**src/rtl/ucfg_pkg.sv**
```systemverilog
package ucfg_pkg;
  localparam int ADDR_W = 10;
  localparam int DATA_W = 32;
  localparam int BE_W   = DATA_W / 8;

  // Fixed window bounds in dword units (byte address >> 2)
  localparam logic [ADDR_W-1:0] LEG_FIRST = 10'h030;
  localparam logic [ADDR_W-1:0] LEG_LAST  = 10'h03F;
  localparam logic [ADDR_W-1:0] EXT_FIRST = 10'h100;
  localparam logic [ADDR_W-1:0] EXT_LAST  = 10'h3FF;

  typedef enum logic [1:0] {
    WIN_NONE = 2'd0,
    WIN_LEG  = 2'd1,
    WIN_EXT  = 2'd2
  } win_e;
endpackage

```
**src/rtl/ucfg_decode.sv**
```systemverilog
module ucfg_decode
  import ucfg_pkg::*;
#(
  parameter int LEG_REGS = 8,
  parameter int EXT_REGS = 4,
  parameter int IDX_W    = $clog2(LEG_REGS + EXT_REGS)
) (
  input  logic [ADDR_W-1:0] addr,
  input  logic              leg_en,
  input  logic              ext_en,
  input  logic              sn_en,
  output logic              hit,
  output logic              impl,
  output win_e              win,
  output logic [IDX_W-1:0]  idx
);
  localparam logic [ADDR_W-1:0] LEG_N = ADDR_W'(LEG_REGS);
  localparam logic [ADDR_W-1:0] EXT_N = ADDR_W'(EXT_REGS);

  logic              in_leg, in_ext, ext_live;
  logic [ADDR_W-1:0] leg_off, ext_off;

  // Compare one bit wider so the top bound is not a full-range constant
  assign in_leg   = ({1'b0, addr} >= {1'b0, LEG_FIRST}) && ({1'b0, addr} <= {1'b0, LEG_LAST});
  assign in_ext   = ({1'b0, addr} >= {1'b0, EXT_FIRST}) && ({1'b0, addr} <= {1'b0, EXT_LAST});
  assign ext_live = ext_en & sn_en;

  assign leg_off = addr - LEG_FIRST;
  assign ext_off = addr - EXT_FIRST;

  always_comb begin
    win  = WIN_NONE;
    impl = 1'b0;
    idx  = '0;
    if (in_leg && leg_en) begin
      win  = WIN_LEG;
      impl = (leg_off < LEG_N);
      idx  = IDX_W'(leg_off);
    end else if (in_ext && ext_live) begin
      win  = WIN_EXT;
      impl = (ext_off < EXT_N);
      idx  = IDX_W'(ext_off) + IDX_W'(LEG_REGS);
    end
  end

  assign hit = (win != WIN_NONE);
endmodule

```
**src/rtl/ucfg_regfile.sv**
```systemverilog
module ucfg_regfile #(
  parameter int DEPTH  = 12,
  parameter int DATA_W = 32,
  parameter int IDX_W  = $clog2(DEPTH),
  parameter int BE_W   = DATA_W / 8
) (
  input  logic              clk,
  input  logic              rst,
  input  logic              we,
  input  logic [IDX_W-1:0]  widx,
  input  logic [BE_W-1:0]   be,
  input  logic [DATA_W-1:0] wdata,
  input  logic [IDX_W-1:0]  ridx,
  output logic [DATA_W-1:0] rdata
);
  logic [DATA_W-1:0] mem [DEPTH];

  // One write process per byte lane so each lane has its own enable
  for (genvar b = 0; b < BE_W; b++) begin : g_lane
    always_ff @(posedge clk) begin
      if (rst) begin
        for (int i = 0; i < DEPTH; i++) mem[i][8*b +: 8] <= 8'h00;
      end else if (we && be[b]) begin
        mem[widx][8*b +: 8] <= wdata[8*b +: 8];
      end
    end
  end

  assign rdata = mem[ridx];
endmodule

```
**src/rtl/ucfg_responder.sv**
```systemverilog
module ucfg_responder
  import ucfg_pkg::*;
#(
  parameter int LEG_REGS = 8,
  parameter int EXT_REGS = 4
) (
  input  logic              clk,
  input  logic              rst,
  input  logic              leg_en,
  input  logic              ext_en,
  input  logic              sn_cap_en,
  input  logic              req_valid,
  input  logic              req_write,
  input  logic [9:0]        req_addr,
  input  logic [31:0]       req_wdata,
  input  logic [3:0]        req_be,
  output logic              done,
  output logic [31:0]       rdata
);
  localparam int DEPTH = LEG_REGS + EXT_REGS;
  localparam int IDX_W = $clog2(DEPTH);

  logic              dec_hit, dec_impl;
  win_e              dec_win;
  logic [IDX_W-1:0]  dec_idx;

  logic              busy, accept;
  logic              s1_valid, s1_write, s1_impl;
  logic [IDX_W-1:0]  s1_idx;
  logic [BE_W-1:0]   s1_be;
  logic [DATA_W-1:0] s1_wdata;
  logic              done_q;
  logic [DATA_W-1:0] rdata_q;
  logic [DATA_W-1:0] rf_rdata;
  logic              rf_we;

  ucfg_decode #(
    .LEG_REGS(LEG_REGS), .EXT_REGS(EXT_REGS), .IDX_W(IDX_W)
  ) u_dec (
    .addr(req_addr), .leg_en(leg_en), .ext_en(ext_en), .sn_en(sn_cap_en),
    .hit(dec_hit), .impl(dec_impl), .win(dec_win), .idx(dec_idx)
  );

  assign busy   = s1_valid | done_q;
  assign accept = req_valid & ~busy & dec_hit;

  // Stage 1: capture the accepted request
  always_ff @(posedge clk) begin
    if (rst) begin
      s1_valid <= 1'b0;
      s1_write <= 1'b0;
      s1_impl  <= 1'b0;
      s1_idx   <= '0;
      s1_be    <= '0;
      s1_wdata <= '0;
    end else begin
      s1_valid <= accept;
      if (accept) begin
        s1_write <= req_write;
        s1_impl  <= dec_impl;
        s1_idx   <= dec_idx;
        s1_be    <= req_be;
        s1_wdata <= req_wdata;
      end
    end
  end

  assign rf_we = s1_valid & s1_write & s1_impl;

  ucfg_regfile #(
    .DEPTH(DEPTH), .DATA_W(DATA_W), .IDX_W(IDX_W), .BE_W(BE_W)
  ) u_rf (
    .clk(clk), .rst(rst), .we(rf_we), .widx(s1_idx), .be(s1_be),
    .wdata(s1_wdata), .ridx(s1_idx), .rdata(rf_rdata)
  );

  // Stage 2: registered completion
  always_ff @(posedge clk) begin
    if (rst) begin
      done_q  <= 1'b0;
      rdata_q <= '0;
    end else begin
      done_q  <= s1_valid;
      rdata_q <= (s1_valid && s1_impl && !s1_write) ? rf_rdata : '0;
    end
  end

  assign done  = done_q;
  assign rdata = rdata_q;

  // completion is one cycle wide
  assert_single_done_R5: assert property (@(posedge clk) disable iff (rst)
    done_q |=> !done_q);

  // completion arrives exactly two edges after acceptance
  assert_done_latency_R5: assert property (@(posedge clk) disable iff (rst)
    accept |=> ##1 done_q);

  // no second request taken while the first is in flight
  assert_no_overlap_R9: assert property (@(posedge clk) disable iff (rst)
    s1_valid |=> !s1_valid);

  // extended window never claimed without both enables
  assert_ext_gate_R3: assert property (@(posedge clk) disable iff (rst)
    (req_valid && !busy && req_addr >= EXT_FIRST && !(ext_en && sn_cap_en)) |=> !s1_valid);

  // write completions carry zero data
  assert_write_zero_R10: assert property (@(posedge clk) disable iff (rst)
    (accept && req_write) |=> ##1 (rdata_q == '0));

  // data bus is quiet outside completions
  assert_quiet_rdata_R10: assert property (@(posedge clk) disable iff (rst)
    !done_q |-> (rdata_q == '0));
endmodule

```
**config.mk**
```make
export PLATFORM = sky130hd
export DESIGN_NAME = ucfg_responder
export DESIGN_NICKNAME = d
export VERILOG_FILES = /design/src/rtl/ucfg_pkg.sv /design/src/rtl/ucfg_decode.sv /design/src/rtl/ucfg_regfile.sv /design/src/rtl/ucfg_responder.sv
export SDC_FILE = /design/constraint.sdc
export NUM_CORES = 1
export LEC_CHECK = 0
export CORE_MARGIN = 10
export CORE_UTILIZATION = 35
export DETAILED_ROUTE_END_ITERATION = 8
export MAX_ROUTING_LAYER = met4
export SLEW_MARGIN = 10
export SYNTH_ARGS = -nofsm -noshare
export SYNTH_HDL_FRONTEND = slang
export SYNTH_SLANG_ARGS = --single-unit
```
**constraint.sdc**
```tcl
create_clock -name clk -period 1.86 [get_ports clk]
set_input_delay 0.279 -clock clk [delete_from_list [all_inputs] [get_ports clk]]
set_output_delay 0.279 -clock clk [all_outputs]
set_load 0.005 [all_outputs]
```
# Word level (Yosys, flattened, before mapping)
# Memories as Yosys holds them, arrays and structs flattened. A register that Yosys moved wholly into a read port is not among the register bits.
# Cells that the tools add are included.
# word_totals
memories	1
latch_bits	0
word_cells	60
ram_bits	384
register_bits	44
romBits	0
in_bits	53
# classes
add_sub_neg	3
bitwise_logic	8
n_shift	0
n_reduce_logical	13
n_mux	23
order_cmp	5
eq_ne	0
div_mod_pow	0
multipliers	0
# memory_table
name	words	width	rd	rd_clocked_by_memory_dff	write_ports	line	rtl
u_rf.mem	12	32	1	1	12	ucfg_regfile.sv:16	logic [DATA_W-1:0] mem [DEPTH];
# ops
cell	n
32-bit 2-to-1 mux	1
32-bit OR reduction	1
1-bit 2-to-1 mux	16
4-bit 2-to-1 mux	4
10-bit by 6-bit >= comparator with 1-bit output, second input constant	1
10-bit by 9-bit >= comparator with 1-bit output, second input constant	1
10-bit by 6-bit less-or-equal comparator with 1-bit output, second input constant	1
10-bit by 3-bit < comparator with 1-bit output, second input constant	1
10-bit by 4-bit < comparator with 1-bit output, second input constant	1
10-bit by 6-bit subtractor with 10-bit output, second input constant	1
10-bit by 9-bit subtractor with 10-bit output, second input constant	1
1-bit logical AND	9
1-bit AND	5
4-bit adder, second input constant	1
2-bit 2-to-1 mux	2
1-bit NOT	2
2-bit nonzero test	1
2-bit OR reduction	1
1-bit logical NOT	1
1-bit OR	1

# Depth between registers and ports, before layout
# logic_depth
word_depth	8
depth_mapped	7
depth_no_buf	4

# By module
# A second synthesis with hierarchy kept.
# hier_totals
cells_unflattened	1645
hier_area_um2	24662.4
# by_module_without_submodules
module	cells_each	area_each_um2	seq_area_each_um2	instances
ucfg_regfile	1376	21707.1	15374.7	1
ucfg_responder	256	2860.2	1521.5	1
ucfg_decode	13	95.1	0.0	1

# Worst setup path after synthesis
# OpenSTA, ideal clock, no wires.
# synth_timing
kind	reg2reg
from	register s1_idx[1]
to	memory u_rf.mem[15][0], enable pin
required_time_ps	1490
synth_period_minus_slack_ps	1859
path_stages_with_launch	6
t_arrival_ps	1489
n_path_buf	3
path_slack_ps	1
cell_sequence	dfxtp_1 -> buf_2 -> buf_2 -> buf_2 -> nand4_1 -> nor2_1
# synth_rtl
element	line	rtl
from (decl)	ucfg_responder.sv:29	logic [IDX_W-1:0] s1_idx;
from (signal assigned)	ucfg_responder.sv:61	s1_idx <= dec_idx;
to (decl)	ucfg_regfile.sv:16	

# Worst setup path in the final report
# layout_timing
from	register s1_write
to	register rdata_q[31] (netlist: rdata[31]) (read register of u_rf.mem)
# layout_via
elab_chain_len	4
# layout_rtl
element	line	rtl
from (decl)	ucfg_responder.sv:28	logic s1_valid, s1_write, s1_impl;
from (signal assigned)	ucfg_responder.sv:59	s1_write <= req_write;
1-bit logical NOT	ucfg_responder.sv:84	rdata_q <= (s1_valid && s1_impl && !s1_write) ? rf_rdata : '0;
1-bit logical AND	ucfg_responder.sv:84	
1-bit NOT (no source line)	n/a	
2-bit OR reduction (no source line)	n/a	
to (decl)	ucfg_responder.sv:33	logic [DATA_W-1:0] rdata_q;
# Every way passes these cells.
# A chain may end at the register's enable or synchronous reset.

==> summary.txt <==
Outcome
  – Outcome: finished, violations left
  – Failing checks: setup timing

Timing
  – FMAX: 0.5367 GHz
  – Crit path time final: roughly 1.9 ns
  – Tightest Pin Transition: 0.8388 ns
  – Tcrit/Tclk final: 100.2%
  – Unrepaired setup endpoints after global routing: yes
  – Max-slew violations: 0
  – Max_slew headroom: 44.00%
  – Setup Viol. Count Final: 1
  – Final hold vios: 0
  – PnR worst setup slack: -0.003147 ns
  – Clock Skews: roughly 0.026 ns

Global routing
  – Grt ovf: 0
  – Antenna violations before repair: 0
  – Tot GR Track Use: around 15%
  – Vias in the first global route: around 15000
  – First-pass GRT wire length: 92850 um
  – Largest net degree at the start of global routing: 63

Floorplan
  – Io pins: 86
  – Core ar.: 0.07039 mm^2
  – Die Span Y: 287.3 um
  – Die ar.: 0.08254 mm^2
  – Die W: 287.3 um
  – Initial Utilization: 35.52%
  – # rows: 97

Final layout
  – # nets final: 1852
  – Multi-input logic area: about 0.0078 mm^2
  – Area Growth Syn to Fin: 21.03%
  – Ratio of cells with drive above 1 in the final layout: 28.32%
  – FF+latch area: between 0.015 and 0.02 mm^2
  – Layout Cells excl Fill: 2790
  – Filler cell count: 6261
  – Ant diodes: 0

Place
  – Placer's final routability congestion estimate: 0.8232
  – IO Port Bufs: 85
  – Placed cell count: approximately 2700
  – Post-Place Worst Slack: -0.2863 ns
  – DP HPWL: about 41000 um

Synth
  – Post-synthesis register bit count: 588
  – Most frequent cell after synthesis: edfxtp_1
  – Post-synth ARST share: 0%
  – Yosys cell types: 38
  – Largest area contributor in the netlist: edfxtp_1
  – Syn avg cell area: 15.72 um^2
  – Mapped cell area: 0.02501 mm^2
  – Top cells by area, synth: edfxtp_1 (61%), mux4_2 (12%), and2_1 (9.7%)
  – Post-synth top area share: 61.48%
  – Post-Synthesis Cells: around 1600
  – Seq/Total Area, Yosys: 67.57%
  – Synthesized Nets: 1644
  – Synth warnings: 0
  – Post-synth top flop: edfxtp_1
  – Post-synth top cells: edfxtp_1 (512), and2_1 (386), mux4_2 (128)
  – Number of synthesized flops with an enable pin: 512

Setup path
  – Crit-path most repeated cell: buf_4
  – Critical-path maximum fanout: 5
  – Worst R2R End: rdata[31]$_SDFF_PP0_
  – Critical Path, Cell by Cell: buf_4, nand4bb_1, buf_4, nor3b_4, buf_4, buf_4, a22oi_1, nand2_1
  – Slowest CP cell: dfxtp_1
  – Required time of the critical path: approximately 2.4 ns
  – Worst endpoint data arrival time: 2.43 ns
  – Critical path endpoint category: register
  – Critical Path Start Type: register
  – Worst r2r src: s1_write$_SDFFE_PP0P_
  – Worst R2R Setup Slack: -0.003 ns
  – WS Path Type: register to register
  – Cells on worst reg2reg path: 8
  – Crit-path max cell delay: 0.32 ns

Power and ir drop
  – Comb power frac: 3.9%
  – Register share of total power: roughly 54%
  – Clock power share: 42.1%
  – P_leak: approximately 11 nW
  – Switch share: between 20% and 30%
  – Pint: 21.51 mW
  – Max rail drop VDD: 0.0005454 V
  – Pwr per Cell Area: 905.5 mW/mm^2
  – Sw Pwr: 5.899 mW
  – Final Total Pwr: 27.41 mW

Route
  – 1st-pass router iterations: 5
  – DRT iter0 DRCs: 1432
  – Post-route ant nets: 0
  – Final WL: 61230 um
  – # DRC: 0
  – DR vias/cell: 5.067
  – Detailed-route via count: about 14000
  – Routed WL per cell: roughly 22 um

Clock network
  – CTS Root Cell: clkbuf_16
  – Clk Latency, worst-skew pair: about 0.62 ns
  – TritonCTS Sinks: slightly below 600
  – H-tree levels: 2
  – Postcts setup bufs: 0
  – CTS tree: done
  – TritonCTS Buffers: between 50 and 60
  – Worst-case clock buffer depth: 3
  – Clk slew on worst S/H paths: 0.06 ns

Hold path
  – Worst min-delay path class: primary input to register
  – Worst hold path depth: 3
  – Min-delay src: rst
  – WHS Endpoint: s1_be[0]$_SDFFE_PP0P_

Run
  – Max cap viols: 0
[cell type report]
cell class                      count  area share (%)
Clock buffer                       77           5.432
Multi-Input combinational cell    893           25.63
Sequential cell                   588           55.87
Clock inverter                     35          0.8268
Timing Repair Buffer              257           8.351
Tap cell                          940           3.886
[routing by layer]
layer	up-vias	global-route usage, %	routed length, um
met4	0	4.228	1316
met5	-	-	0
met1	7216	21.25	27850
li1	6381	-	-
met3	83	2.490	3934
met2	457	22.59	28130
[cells by family after synthesis]
| kind of cell | Yosys count | synth area share, % |
|---|---|---|
| muxes | 128 | 11.53 |
| AOI/OAI and AO/OA | 153 | 3.808 |
| DFF | 588 | 67.57 |
| and+or+nand+nor | 612 | 14.55 |
| buffers and inverters | 110 | 2.552 |
[stage by stage]
stage / utilization (%) / hold WS [ns] / setup TNS [ns] / cell area, um^2
2_1_floorplan: - / 0.4267 / 0 / 25010
3_3_place_gp: 39.86 / 0.4991 / -8.635 / 28060
3_5_place_dp: 39.86 / 0.4913 / -16.63 / 28060
4_1_cts: 42.68 / 0.1564 / -2.027 / 30040
5_1_grt: 43.00 / 0.2016 / -1.705 / 30270
6_report: 43.00 / 0.1992 / -0.003147 / 30270
[registers in the layout (all words and copies together), names as in the netlist]
name	flops
s1_wdata	32
s1_be	4
s1_write	1
done	1
rdata	32
s1_impl	1
s1_valid	1
s1_idx	4
u_rf.mem	512
[worst max-delay path, delay by kind of cell, from the launching register on]
family | cells | cell delay (ns)
AND/OR/NAND/NOR | 3 | 0.67
buffers and inverters | 4 | 0.71
AO/OA/AOI/OAI | 1 | 0.12
flip-flops | 1 | 0.32
[placed cells by master, fill, tap and decap left out, drive strengths merged, types with 4 or more instances in the layout]
cell type        n
o21ai           44
nor2b            4
nand3           47
and2           386
nor2            67
or2             48
mux4           128
buf            173
clkinv          26
dfxtp           76
inv              6
nand2           46
clkbuf          77
edfxtp         512
a21oi           42
a22oi           64
clkdlybuf4s50   84
[power groups by stage]
stage / Clock, mW / Combinational, mW / Sequential, mW
2_1_floorplan: 0 / 0.676 / 14.9
3_3_place_gp: 0 / 1.02 / 15.1
3_5_place_dp: 0 / 1.04 / 15.1
4_1_cts: 11.8 / 1.06 / 14.8
5_1_grt: 12.3 / 1.15 / 14.8
6_report: 11.5 / 1.07 / 14.8
[worst max-delay path by stage]
stage | depth (start not counted) | end | startpoint
6_report | 8 | rdata[31]$_SDFF_PP0_ | s1_write$_SDFFE_PP0P_
5_1_grt | 6 | u_rf.mem[5][30]$_SDFFCE_PN0P_ | s1_idx[2]$_SDFFE_PP0P_
4_1_cts | 6 | u_rf.mem[9][23]$_SDFFCE_PN0P_ | s1_idx[1]$_SDFFE_PP0P_
3_5_place_dp | 5 | s1_impl$_SDFFE_PP0P_ | req_addr[4]
3_3_place_gp | 5 | s1_impl$_SDFFE_PP0P_ | req_addr[4]
2_1_floorplan | 5 | u_rf.mem[15][0]$_DFFE_PP_ | s1_idx[1]$_SDFFE_PP0P_
[repair_timing]
action	4_1_cts	5_1_grt
hold endpoints to repair	0	0
endpoints found under the setup margin	320	454
hold buffers	0	0
pin swaps	1	2
gates cloned	0	0
resized for setup	31	59
Note: power is estimated with default switching activity, not from simulation.
